[src/rtl/slp_wake_pkg.sv]
package slp_wake_pkg;

  typedef enum logic [1:0] {
    ACT_NONE   = 2'b00,
    ACT_INLINE = 2'b01,
    ACT_VECTOR = 2'b10,
    ACT_RESET  = 2'b11
  } wakeAct_e;

  typedef enum logic [1:0] {
    PS_RUN     = 2'b00,
    PS_SLEEP   = 2'b01,
    PS_STARTUP = 2'b10
  } pwrState_e;

  // strobes from control to datapath
  typedef struct packed {
    logic sleepEntry;  // sleep accepted this cycle
    logic wakeStart;   // wake detected while asleep
    logic wakeIssue;   // interrupt wake completes, emit action
    logic cntRun;      // start-up counter advancing
    logic asleep;      // core not running
  } ctrlStrobe_t;

endpackage

[src/rtl/slp_wake_dp.sv]
module slp_wake_dp
  import slp_wake_pkg::*;
#(
  parameter int NUM_SRC    = 8,
  parameter int START_BITS = 10
) (
  input  logic               clk,
  input  logic               rstN,
  input  logic [NUM_SRC-1:0] intFlags,
  input  logic [NUM_SRC-1:0] intEnables,
  input  logic               globalIntDis,
  input  logic               porEvt,
  input  logic               extRstEvt,
  input  logic               wdtTimeout,
  input  logic               borEvt,
  input  ctrlStrobe_t        strobe,
  output logic               wakePending,
  output logic               rstEvt,
  output logic               cntDone,
  output logic               pdBit,
  output logic               toBit,
  output logic               wdtClear,
  output logic [1:0]         wakeAction
);

  localparam logic [START_BITS-1:0] CNT_LAST = '1;

  logic [NUM_SRC-1:0]    srcWake;
  logic [START_BITS-1:0] startCnt;
  logic                  hardRst;
  logic                  wdtRst;
  logic                  extRst;
  wakeAct_e              actNext;

  // per-source wake qualification
  for (genvar i = 0; i < NUM_SRC; i++) begin : g_src
    assign srcWake[i] = intFlags[i] & intEnables[i];
  end
  assign wakePending = |srcWake;

  // reset event priority: power/brown-out, then watchdog, then pin
  assign hardRst = porEvt | borEvt;
  assign wdtRst  = wdtTimeout & ~hardRst;
  assign extRst  = extRstEvt & ~hardRst & ~wdtTimeout;
  assign rstEvt  = hardRst | wdtRst | extRst;

  // start-up delay counter
  always_ff @(posedge clk or negedge rstN) begin
    if (!rstN) begin
      startCnt <= '0;
    end else if (strobe.wakeStart) begin
      startCnt <= '0;
    end else if (strobe.cntRun && !cntDone) begin
      startCnt <= startCnt + 1'b1;
    end
  end
  assign cntDone = (startCnt == CNT_LAST);

  // status bits
  always_ff @(posedge clk or negedge rstN) begin
    if (!rstN) begin
      pdBit <= 1'b1;
      toBit <= 1'b1;
    end else if (hardRst) begin
      pdBit <= 1'b1;
      toBit <= 1'b1;
    end else if (wdtRst) begin
      toBit <= 1'b0;
      if (!strobe.asleep) pdBit <= 1'b1;
    end else if (extRst) begin
      pdBit <= pdBit;
      toBit <= toBit;
    end else if (strobe.sleepEntry) begin
      pdBit <= 1'b0;
      toBit <= 1'b1;
    end
  end

  always_comb begin
    if (rstEvt)                actNext = ACT_RESET;
    else if (strobe.wakeIssue) actNext = globalIntDis ? ACT_INLINE : ACT_VECTOR;
    else                       actNext = ACT_NONE;
  end

  always_ff @(posedge clk or negedge rstN) begin
    if (!rstN) begin
      wdtClear   <= 1'b0;
      wakeAction <= ACT_NONE;
    end else begin
      wdtClear   <= rstEvt | strobe.sleepEntry | strobe.wakeStart;
      wakeAction <= actNext;
    end
  end

endmodule

[src/rtl/slp_wake_fsm.sv]
module slp_wake_fsm
  import slp_wake_pkg::*;
(
  input  logic        clk,
  input  logic        rstN,
  input  logic        sleepReq,
  input  logic [1:0]  oscMode,
  input  logic        wakePending,
  input  logic        rstEvt,
  input  logic        cntDone,
  output ctrlStrobe_t strobe,
  output logic        oscEnable,
  output logic        coreHold
);

  pwrState_e state;
  pwrState_e stateNext;
  logic      crystal;

  assign crystal = (oscMode == 2'b00) || (oscMode == 2'b01);

  always_comb begin
    stateNext         = state;
    strobe            = '0;
    strobe.cntRun     = (state == PS_STARTUP);
    strobe.asleep     = (state != PS_RUN);
    if (rstEvt) begin
      stateNext = PS_RUN;
    end else begin
      unique case (state)
        PS_RUN: begin
          if (sleepReq) begin
            strobe.sleepEntry = 1'b1;
            if (wakePending) strobe.wakeIssue = 1'b1;
            else             stateNext = PS_SLEEP;
          end
        end
        PS_SLEEP: begin
          if (wakePending) begin
            strobe.wakeStart = 1'b1;
            if (crystal) begin
              stateNext = PS_STARTUP;
            end else begin
              stateNext        = PS_RUN;
              strobe.wakeIssue = 1'b1;
            end
          end
        end
        PS_STARTUP: begin
          if (cntDone) begin
            stateNext        = PS_RUN;
            strobe.wakeIssue = 1'b1;
          end
        end
        default: stateNext = PS_RUN;
      endcase
    end
  end

  always_ff @(posedge clk or negedge rstN) begin
    if (!rstN) state <= PS_RUN;
    else       state <= stateNext;
  end

  assign oscEnable = (state != PS_SLEEP);
  assign coreHold  = (state != PS_RUN);

endmodule

[src/rtl/slp_wake_ctrl.sv]
module slp_wake_ctrl
  import slp_wake_pkg::*;
#(
  parameter int NUM_SRC    = 8,
  parameter int START_BITS = 10
) (
  input  logic               clk,
  input  logic               rstN,
  input  logic               sleepReq,
  input  logic [NUM_SRC-1:0] intFlags,
  input  logic [NUM_SRC-1:0] intEnables,
  input  logic               globalIntDis,
  input  logic               porEvt,
  input  logic               extRstEvt,
  input  logic               wdtTimeout,
  input  logic               borEvt,
  input  logic [1:0]         oscMode,
  output logic               oscEnable,
  output logic               coreHold,
  output logic               wdtClear,
  output logic               toBit,
  output logic               pdBit,
  output logic [1:0]         wakeAction
);

  ctrlStrobe_t strobe;
  logic        wakePending;
  logic        rstEvt;
  logic        cntDone;

  slp_wake_fsm u_fsm (
    .clk         (clk),
    .rstN        (rstN),
    .sleepReq    (sleepReq),
    .oscMode     (oscMode),
    .wakePending (wakePending),
    .rstEvt      (rstEvt),
    .cntDone     (cntDone),
    .strobe      (strobe),
    .oscEnable   (oscEnable),
    .coreHold    (coreHold)
  );

  slp_wake_dp #(
    .NUM_SRC    (NUM_SRC),
    .START_BITS (START_BITS)
  ) u_dp (
    .clk          (clk),
    .rstN         (rstN),
    .intFlags     (intFlags),
    .intEnables   (intEnables),
    .globalIntDis (globalIntDis),
    .porEvt       (porEvt),
    .extRstEvt    (extRstEvt),
    .wdtTimeout   (wdtTimeout),
    .borEvt       (borEvt),
    .strobe       (strobe),
    .wakePending  (wakePending),
    .rstEvt       (rstEvt),
    .cntDone      (cntDone),
    .pdBit        (pdBit),
    .toBit        (toBit),
    .wdtClear     (wdtClear),
    .wakeAction   (wakeAction)
  );

endmodule

[config.mk]
export PLATFORM = sky130hd
export DESIGN_NAME = slp_wake_ctrl
export DESIGN_NICKNAME = d
export VERILOG_FILES = /design/src/rtl/slp_wake_pkg.sv /design/src/rtl/slp_wake_dp.sv /design/src/rtl/slp_wake_fsm.sv /design/src/rtl/slp_wake_ctrl.sv
export SDC_FILE = /design/constraint.sdc
export NUM_CORES = 1
export LEC_CHECK = 0
export BUFFER_PORTS_ARGS = -buffer_cell sky130_fd_sc_hd__buf_2
export CORE_ASPECT_RATIO = 0.7
export CORE_MARGIN = 2
export CORE_UTILIZATION = 45
export CTS_BUF_LIST = sky130_fd_sc_hd__clkbuf_8
export DETAILED_ROUTE_END_ITERATION = 16
export GPL_TIMING_DRIVEN = 0
export PLACE_DENSITY = 0.76
export SYNTH_ARGS = -nofsm -noshare
export SYNTH_HDL_FRONTEND = slang
export SYNTH_SLANG_ARGS = --single-unit
[constraint.sdc]
create_clock -name clk -period 1.35 [get_ports clk]
set_input_delay 0.0675 -clock clk [delete_from_list [all_inputs] [get_ports clk]]
set_output_delay 0.0675 -clock clk [all_outputs]
set_load 0.02 [all_outputs]
==> results of run 1 <==
-- cells by family after synthesis --
group	share of synthesized area, %
AND/OR/NAND/NOR	28.2
AO/OA/AOI/OAI	19.1
flip-flops	46.4
XOR/XNOR	1.90
buffers and inverters	0.814
multiplexers	2.17
adder cells (fa/ha/maj)	1.36
-- repair_timing --
item	in CTS	in global routing
endpoints found under the setup margin	14	14
pin swaps	2	5
hold buffers	1	0
endpoints found under the hold margin	15	0
resized for setup	11	11
setup buffers	16	1
-- state kept, by name, indices dropped and copies added (netlist names) --
| register | flops |
|---|---|
| u_dp.pdBit | 1 |
| u_dp.wakeAction | 2 |
| u_dp.wdtClear | 1 |
| u_fsm.state | 2 |
| u_dp.startCnt | 10 |
| u_dp.toBit | 1 |
-- Yosys cell counts (all sizes together) (3+ instances only) --
master  instances  share of area, %
nand2           3               1.2
o21ai           5               2.7
a21oi           7               3.8
dfrtp          15                41
nor2           12               4.9
or3             3               2.0
nand3           6               3.3
nand4           4               5.0
o31ai           5               4.6
a22oi           5               4.1
-- critical path: stages, from the launching register on --
cell,delay [ns]
dfrtp_1,0.42
ha_4,0.20
nand4_1,0.11
nor2_2,0.09
or4_4,0.42
a21oi_2,0.14
-- layer usage --
| layer | routed length (um) | share of wire (%) |
|---|---|---|
| met1 | 1180 | 43 |
| met2 | 1310 | 48 |
| met3 | 147 | 5.3 |
| met4 | 104 | 3.8 |
| met5 | 0 | 0 |
-- where the power goes --
part	internal (mW)	leakage (nW)	total [mW]	switching [mW]
logic	0.0915	0.394	0.210	0.118
clock network	0.206	0.0255	0.392	0.186
registers	0.528	0.165	0.550	0.0220
total	0.825	0.584	1.15	0.326
-- area by class of cell --
type	instances	area [sq um]
clock buffers	3	41.3
clock inverters	1	5.00
fillers	133	504
inverters	2	7.51
multi-input cells	73	567
flip-flops and latches	17	434
well taps	22	27.5
repair buffers	49	300
-- metrics by stage --
step	TNS, ns	std cells
after global placement	-0.616	145
final	-0.369	167
after CTS	-0.141	166
after floorplan	-0.0422	92
after detailed placement	-0.857	145
after global routing	-0.836	167
-- final timing paths --
path                       slack, ns                      endpoint                    startpoint
setup / recovery                -0.1  u_dp.startCnt[5]$_DFFE_PN0P_  u_dp.startCnt[0]$_DFFE_PN0P_
max in group asynchronous       0.78        u_dp.pdBit$_DFFE_PN1P_                          rstN
hold / removal                  0.01        u_dp.toBit$_DFFE_PN1P_                    wdtTimeout
setup reg to reg                -0.1  u_dp.startCnt[5]$_DFFE_PN0P_  u_dp.startCnt[0]$_DFFE_PN0P_
min in group asynchronous       0.26  u_dp.startCnt[0]$_DFFE_PN0P_                          rstN
hold reg to reg                 0.53        u_dp.pdBit$_DFFE_PN1P_        u_dp.pdBit$_DFFE_PN1P_
==> impl_metrics.py, run 1 <==
metrics = {
    "timing": {
        "worst_slack_ns": -0.0974,
        "slew_headroom_pct": 71.5,
        "timing.hold.ws_ns": 0.0107,
        "worst_pin_slew_ns": 0.424,
        "drv_slew": 0,
        "setup_violations": 7,
        "min_period_ns": 1.45,
        "skew_ns": 0.000963,
        "max_freq_ghz": 0.691,
        "rsz0062_at_grt": "true",
        "min_period_over_period_pct": 107,
        "hold_viol_final": 0,
    },
    "drt": {
        "wire_per_inst_um": 16.5,
        "antenna_left": 0,
        "first_pass_iters": 4,
        "drtIter0Drc": 29,
        "viasPerCell": 5.90,
        "drc": 0,
        "wl_um": 2750,
        "vias": 986,
    },
    "yosys": {
        "synth-edff-count": 0,
        "synth_cell_type_count": 32,
        "postSynthNetCount": 119,
        "ys_seq_area_share_pct": 46.4,
        "synth_seq_cells": 17,
        "async_reset_ff_share_pct": 100,
        "syn_area_sq_um": 922,
        "syn_inst": 92,
        "yosys_warnings": 0,
        "synth.avg_cell_area_sq_um": 10.0,
        "synthFlopType": "dfrtp_1",
    },
    "grt": {
        "grtUsageMet1_pct": 28.1,
        "antenna_found_initial": 0,
        "grt_max_degree": 18,
        "grt_overflow": 0,
        "grt_pass1_wl_um": 4230,
        "grt_pass1_vias": 982,
        "grt_use_met2_pct": 37.3,
        "track_usage_pct": 23.3,
        "grt_busiest_layer": "met2",
        "met3_usage_pct": 6.54,
    },
    "die": {
        "core_area_sq_um": 1890,
        "chipWidth_um": 58.1,
        "num_rows": 13,
        "die_height_um": 41.9,
        "pin_count": 33,
        "die_area_sq_um": 2430,
        "start_util_pct": 48.9,
    },
    "cts": {
        "cts_tree": "yes",
        "cts.path.max_buffers": 2,
        "insertion_delay_ns": 0.26,
        "clk_pin_slew_ns": 0.07,
        "cts.sinks": 17,
        "cts_buffers": 3,
        "clockRootBuffer": "clkbuf_8",
        "htreeDepth": 1,
    },
    "worst_setup_path": {
        "cp_max_fo": 6,
        "reg2reg_depth": 5,
        "cp-end-kind": "register",
        "cp.arrival_ns": 1.64,
        "critPathLaunchType": "register",
        "path_class": "reg -> reg",
        "cp.required_ns": 1.54,
    },
    "finish": {
        "layout_commonest_cell": "buf_2",
        "diodes": 0,
        "area.growth.synth_to_final_pct": 49.9,
        "mostFrequentLayoutCells": "buf_2, buf_4, dfrtp_1",
        "post-route-util_pct": 73.3,
        "fin_area_sq_um": 1380,
        "nets": 173,
        "drive_gt1_share_pct": 55.2,
    },
    "run": {
        "cap_violations": 0,
    },
    "place": {
        "gp_congestion": 0.750,
        "dpl_worst_slack_ns": -0.169,
        "numPortBuffers": 31,
        "placed_cell_area_sq_um": 1110,
        "hpwlAfterDp_um": 1670,
    },
    "outcome": {
        "status": "complete, but fails checks",
        "failed_checks": "negative setup slack",
    },
    "hold_path": {
        "min_path_cells": 2,
        "hold_class": "in -> reg",
    },
    "power": {
        "p_leak_nw": 0.584,
        "p_per_area_nw_per_um2": 833,
        "ir_drop_mv": 0.681,
        "p_total_mw": 1.15,
    },
}
Note: power is estimated with default switching activity, not from simulation.
==> inputs of run 2 (changes only) <==
Settings changed: ABC_AREA set to 1, ABC_CLOCK_PERIOD_IN_PS set to 1350, CORE_UTILIZATION 45 to 47, HOLD_SLACK_MARGIN set to 0.12, PLACE_DENSITY 0.76 to 0.77.
==> impl_metrics.py, run 2 <==
metrics = {
    "drt": {
        "vias": 1170,
        "drc": 0,
        "wl_um": 2940,
        "viasPerCell": 5.11,
        "drtIter0Drc": 93,
        "wire_per_inst_um": 12.8,
        "antenna_left": 0,
        "first_pass_iters": 4,
    },
    "place": {
        "dpl_worst_slack_ns": -0.158,
        "numPortBuffers": 31,
        "gp_congestion": 0.864,
        "placed_cell_area_sq_um": 1280,
        "hpwlAfterDp_um": 1930,
        "dp.cells": 213,
    },
    "yosys": {
        "synth-edff-count": 0,
        "synth_commonest_cells": "nand2_1, inv_1, nand3_1",
        "synth_top_area_cell": "dfrtp_1",
        "synth_top_area_share_pct": 34.7,
        "synth_cell_type_count": 24,
        "syn_inst": 150,
        "postSynthNetCount": 177,
        "synth.most_common_cell": "nand2_1",
        "ys_seq_area_share_pct": 39.6,
        "syn_area_sq_um": 1080,
        "async_reset_ff_share_pct": 100,
        "synth_area_leaders": "dfrtp_1, nand2_1, nand3_1, inv_1, dfstp_2",
        "synth_seq_cells": 17,
        "synthFlopType": "dfrtp_1",
        "synth.avg_cell_area_sq_um": 7.21,
        "yosys_warnings": 0,
    },
    "finish": {
        "fin_area_sq_um": 1520,
        "diodes": 0,
        "fin_cells": 229,
        "drive_gt1_share_pct": 41.6,
        "regMostFlops": "u_dp.startCnt",
        "layout_commonest_cell": "nand2_1",
        "mostFrequentLayoutCells": "nand2_1, buf_2, inv_1",
        "area.growth.synth_to_final_pct": 40.7,
        "reg_top3": "u_dp.startCnt x10, u_dp.wakeAction x2, u_fsm.state x2",
        "largest_register_ffs": 10,
        "nets": 225,
    },
    "die": {
        "num_rows": 14,
        "start_util_pct": 50.2,
        "core_area_sq_um": 2150,
        "die_height_um": 44.1,
        "pin_count": 33,
        "chipWidth_um": 61.3,
        "die_area_sq_um": 2710,
    },
    "worst_setup_path": {
        "cp-end-kind": "register",
        "critPathLaunchType": "register",
        "r2r_slack_ns": -0.07,
        "reg2reg_to": "u_dp.startCnt[6]$_DFFE_PN0P_",
        "crit_path_cell_trace": "ha_4 -> nand2_4 -> nor2_4 -> nand3_4 -> nand2_8 -> o21ai_0 -> nand2_1 -> nor2_1",
        "path_class": "reg -> reg",
        "cp_max_fo": 5,
        "cp_slowest_cell": "dfrtp_2",
        "cp.arrival_ns": 1.60,
        "worstReg2RegStart": "u_dp.startCnt[0]$_DFFE_PN0P_",
        "critPathTopFamily": "simple AND/OR/NAND/NOR gates",
        "cp.required_ns": 1.54,
        "cp.buffers_inverters": 0,
        "reg2reg_depth": 8,
        "slowest_delay_ns": 0.44,
    },
    "timing": {
        "worst_slack_ns": -0.0676,
        "worst_pin_slew_ns": 0.389,
        "max_freq_ghz": 0.705,
        "timing.hold.ws_ns": 0.148,
        "drv_slew": 0,
        "min_period_over_period_pct": 105,
        "skew_ns": 0.00826,
        "hold_viol_final": 0,
        "slew_headroom_pct": 74.0,
        "setup_violations": 8,
        "min_period_ns": 1.42,
        "rsz0062_at_grt": "true",
    },
    "power": {
        "p_leak_nw": 0.769,
        "p_per_area_nw_per_um2": 816,
        "ir_drop_mv": 0.518,
    },
    "cts": {
        "cts_buffers": 3,
        "cts.sinks": 17,
        "clockRootBuffer": "clkbuf_8",
        "htreeDepth": 1,
        "cts_tree": "yes",
        "insertion_delay_ns": 0.26,
        "cts.path.max_buffers": 2,
        "clk_pin_slew_ns": 0.07,
    },
    "grt": {
        "grt_overflow": 0,
        "antenna_found_initial": 0,
        "grt_max_degree": 18,
        "grt_pass1_vias": 1109,
        "track_usage_pct": 24.0,
        "grt_pass1_wl_um": 4650,
    },
    "hold_path": {
        "min_to": "u_dp.pdBit$_DFFE_PN1P_",
        "min_path_cells": 4,
        "hold_class": "in -> reg",
        "worstHoldStart": "extRstEvt",
    },
    "outcome": {
        "status": "complete, but fails checks",
        "failed_checks": "negative setup slack",
    },
    "run": {
        "cap_violations": 0,
    },
}
==> run 2: changes by cell type in the layout (fill, tap and decap cells not counted), moves of 6 or more <==
cell and change:
nand3_1 +8, inv_2 +6, buf_4 -10, o21ai_1 +6
inv_1 +14, nand2_1 +37, nand2_2 +8
==> run 2: cell families after synthesis <==
| group | count (synthesis) | synth area share, % |
|---|---|---|
| xor+xnor | 3 | 2.43 |
| fa+ha+maj | 1 | 1.16 |
| compound gates | 11 | 5.67 |
| flops | 17 | 39.6 |
| buf+inv | 24 | 8.80 |
| simple gates | 94 | 42.4 |
==> run 2: power breakdown <==
part | internal (mW) | switching, mW
combinational | 0.136 | 0.145
clock | 0.205 | 0.173
sequential | 0.547 | 0.0361
total | 0.887 | 0.354
==> run 2: final cells by class <==
| class | count | area (sq um) |
|---|---|---|
| Tap cell | 32 | 40.0 |
| Multi-Input combinational cell | 110 | 653 |
| Clock buffer | 3 | 41.3 |
| Timing Repair Buffer | 42 | 253 |
| Inverter | 24 | 98.8 |
| Fill cell | 175 | 633 |
| Clock inverter | 1 | 5.00 |
| Sequential cell | 17 | 430 |
==> run 2: what timing repair did <==
| action | CTS | global route |
|---|---|---|
| setup buffers | 3 | 2 |
| hold buffers | 6 | 0 |
| setup endpoints to repair | 14 | 16 |
| hold endpoints to repair | 23 | 0 |
| resized for setup | 10 | 13 |
| gates cloned | 1 | 0 |
| pin swaps | 8 | 6 |
==> run 2: worst max-delay path by stage <==
stage                                  from                            to  slack (ns)  cells after the start
2_1_floorplan  u_dp.startCnt[0]$_DFFE_PN0P_    u_fsm.state[0]$_DFFE_PN0P_      -0.002                      9
3_3_place_gp   u_dp.startCnt[0]$_DFFE_PN0P_  u_dp.startCnt[8]$_DFFE_PN0P_       -0.12                     10
3_5_place_dp   u_dp.startCnt[0]$_DFFE_PN0P_  u_dp.startCnt[8]$_DFFE_PN0P_       -0.16                     10
4_1_cts        u_dp.startCnt[0]$_DFFE_PN0P_  u_dp.startCnt[3]$_DFFE_PN0P_       -0.06                     10
5_1_grt        u_dp.startCnt[1]$_DFFE_PN0P_  u_dp.startCnt[6]$_DFFE_PN0P_       -0.15                      8
6_report       u_dp.startCnt[0]$_DFFE_PN0P_  u_dp.startCnt[6]$_DFFE_PN0P_       -0.07                      8
==> run 2: per-stage QoR <==
stage	util (%)	setup TNS [ns]	power, mW
finish	70.6	-0.321	1.24
CTS	68.1	-0.218	1.22
global route	70.6	-0.988	1.31
global placement	59.6	-0.997	0.761
detailed placement	59.6	-1.37	0.774
floorplan	-	-0.00170	0.692
==> run 2: routing by layer <==
metal / track usage [%] / vias to the layer above / share of wire, %
met5: 0 / - / 0
met4: 12.6 / 0 / 2.7
met3: 5.26 / 8 / 4.6
met2: 39.1 / 43 / 49
met1: 29.7 / 553 / 44
li1: - / 566 / -
==> run 2: worst register-to-register path, cell delays in order (launching register included) <==
cell and delay, ns:
dfrtp_2 0.44, ha_4 0.18, nand2_4 0.09, nor2_4 0.05
nand3_4 0.15, nand2_8 0.09, o21ai_0 0.19, nand2_1 0.09
nor2_1 0.09
==> inputs of run 3 (changes only) <==
Settings changed: CORE_MARGIN 2 to 10, CTS_CLUSTER_SIZE set to 12.
==> impl_metrics.py, run 3 (same netlist as run 2, synthesis figures left out) <==
metrics = {
    "finish": {
        "drive_gt1_share_pct": 39.4,
        "post-route-util_pct": 71.4,
        "area.growth.synth_to_final_pct": 43.4,
        "fin_cells": 230,
        "layout_commonest_cell": "nand2_1",
        "reg_top3": "u_dp.startCnt x10, u_dp.wakeAction x2, u_fsm.state x2",
        "mostFrequentLayoutCells": "nand2_1, buf_2, inv_1",
        "regMostFlops": "u_dp.startCnt",
        "fillers": 163,
        "nets": 226,
        "largest_register_ffs": 10,
        "diodes": 0,
    },
    "timing": {
        "timing.hold.ws_ns": 0.153,
        "worst_slack_ns": -0.108,
        "worst_pin_slew_ns": 0.377,
        "skew_ns": 0.00589,
        "min_period_over_period_pct": 108,
        "hold_viol_final": 0,
        "max_freq_ghz": 0.686,
        "slew_headroom_pct": 74.8,
        "drv_slew": 0,
        "min_period_ns": 1.46,
        "rsz0062_at_grt": "true",
        "setup_violations": 12,
    },
    "place": {
        "dpl_worst_slack_ns": -0.184,
        "gp_congestion": 0.840,
        "hpwlAfterDp_um": 2130,
        "dp.cells": 213,
        "numPortBuffers": 31,
    },
    "power": {
        "p_comb_share_pct": 22.2,
        "power_frac_seq_pct": 48.1,
        "p_per_area_nw_per_um2": 785,
        "pwr-share-clk_pct": 29.7,
        "p_switching_mw": 0.340,
        "p_leak_nw": 0.771,
        "switching_share_pct": 27.9,
        "p_int_mw": 0.877,
        "ir_drop_mv": 0.474,
    },
    "drt": {
        "drc": 0,
        "wire_per_inst_um": 14.0,
        "first_pass_iters": 4,
        "drtIter0Drc": 87,
        "antenna_left": 0,
        "vias": 1153,
        "wl_um": 3220,
        "viasPerCell": 5.01,
    },
    "worst_setup_path": {
        "cp.arrival_ns": 1.65,
        "worstReg2RegStart": "u_dp.startCnt[0]$_DFFE_PN0P_",
        "r2r_slack_ns": -0.11,
        "startpoint": "u_dp.startCnt[0]$_DFFE_PN0P_",
        "reg2reg_depth": 10,
        "cp-end-kind": "register",
        "cp_max_fo": 7,
        "cp.required_ns": 1.54,
        "critPathLaunchType": "register",
        "path_class": "reg -> reg",
        "reg2reg_to": "u_dp.startCnt[8]$_DFFE_PN0P_",
    },
    "grt": {
        "antenna_found_initial": 0,
        "grt_max_degree": 18,
        "grt_overflow": 0,
        "track_usage_pct": 13.2,
        "grt_pass1_wl_um": 4860,
        "grt_pass1_vias": 1082,
    },
    "outcome": {
        "status": "complete, but fails checks",
        "failed_checks": "negative setup slack",
    },
    "cts": {
        "clockRootBuffer": "clkbuf_8",
        "insertion_delay_ns": 0.25,
        "cts.sinks": 17,
        "clk_pin_slew_ns": 0.06,
        "cts_buffers": 3,
        "htreeDepth": 1,
        "cts.path.max_buffers": 2,
        "cts_tree": "yes",
    },
    "hold_path": {
        "min_path_cells": 5,
        "min_to": "u_dp.toBit$_DFFE_PN1P_",
        "hold_class": "in -> reg",
        "worstHoldStart": "extRstEvt",
    },
    "die": {
        "chipWidth_um": 77.3,
        "pin_count": 33,
        "core_area_sq_um": 2170,
        "start_util_pct": 49.8,
        "die_area_sq_um": 4650,
        "die_height_um": 60.1,
        "num_rows": 14,
    },
    "run": {
        "cap_violations": 0,
    },
}
## run 3: metrics by stage
step                      area, sq um   TNS, ns  power (mW)
after floorplan                  1090  -0.00170       0.692
after global placement           1280    -0.948       0.760
after detailed placement         1280     -1.81       0.773
after CTS                        1470    -0.352        1.20
after global routing             1550     -1.69        1.28
final                            1550    -0.668        1.22
## run 3: metal layers
metal | vias to the layer above | GRT usage, % | part of all wire (%)
met1 | 526 | 14.6 | 40
met3 | 5 | 5.09 | 9.3
met4 | 0 | 4.66 | 1.3
met2 | 54 | 22.8 | 49
met5 | - | 0 | 0
li1 | 568 | - | -
## run 3: how the worst max path moves through the flow
stage,slack [ns],depth (start not counted),to
finish,-0.11,10,u_dp.startCnt[8]$_DFFE_PN0P_
global route,-0.17,10,u_dp.startCnt[8]$_DFFE_PN0P_
CTS,-0.06,10,u_dp.startCnt[8]$_DFFE_PN0P_
detailed placement,-0.18,10,u_dp.startCnt[8]$_DFFE_PN0P_
global placement,-0.13,8,u_dp.startCnt[9]$_DFFE_PN0P_
floorplan,-0.002,9,u_fsm.state[0]$_DFFE_PN0P_
## run 3: timing repair
item | CTS | global route
buffers inserted | 3 | 3
gates resized for setup | 11 | 11
cloned | 1 | 0
pin swaps | 8 | 5
hold buffers | 6 | 0
hold endpoints to repair | 23 | 0
setup endpoints to repair | 14 | 15
## run 3: critical path, cell delays in order (launching register included)
cell     delay (ns)
dfrtp_2        0.44
ha_4           0.18
nand2_4        0.09
nor2_4         0.04
nand3_4        0.16
nand2_8        0.10
inv_8          0.09
nand2_2        0.05
nand2_1        0.07
nand2_1        0.06
nor2_2         0.09
## run 3: layout make-up
type | instances | area (sq um) | area share [%]
clock inverters | 1 | 3.75 | 0.242
multi-input cells | 110 | 662 | 42.7
inverters | 24 | 100 | 6.46
clock buffers | 3 | 41.3 | 2.66
well taps | 32 | 40.0 | 2.58
flip-flops and latches | 17 | 430 | 27.8
repair buffers | 43 | 273 | 17.6
## run 3: power groups by stage
stage | Sequential, mW | Clock, mW | Combinational, mW
after floorplan | 0.584 | 0 | 0.109
after global placement | 0.584 | 0 | 0.176
after detailed placement | 0.588 | 0 | 0.185
after CTS | 0.579 | 0.371 | 0.250
after global routing | 0.588 | 0.401 | 0.295
final | 0.585 | 0.362 | 0.270
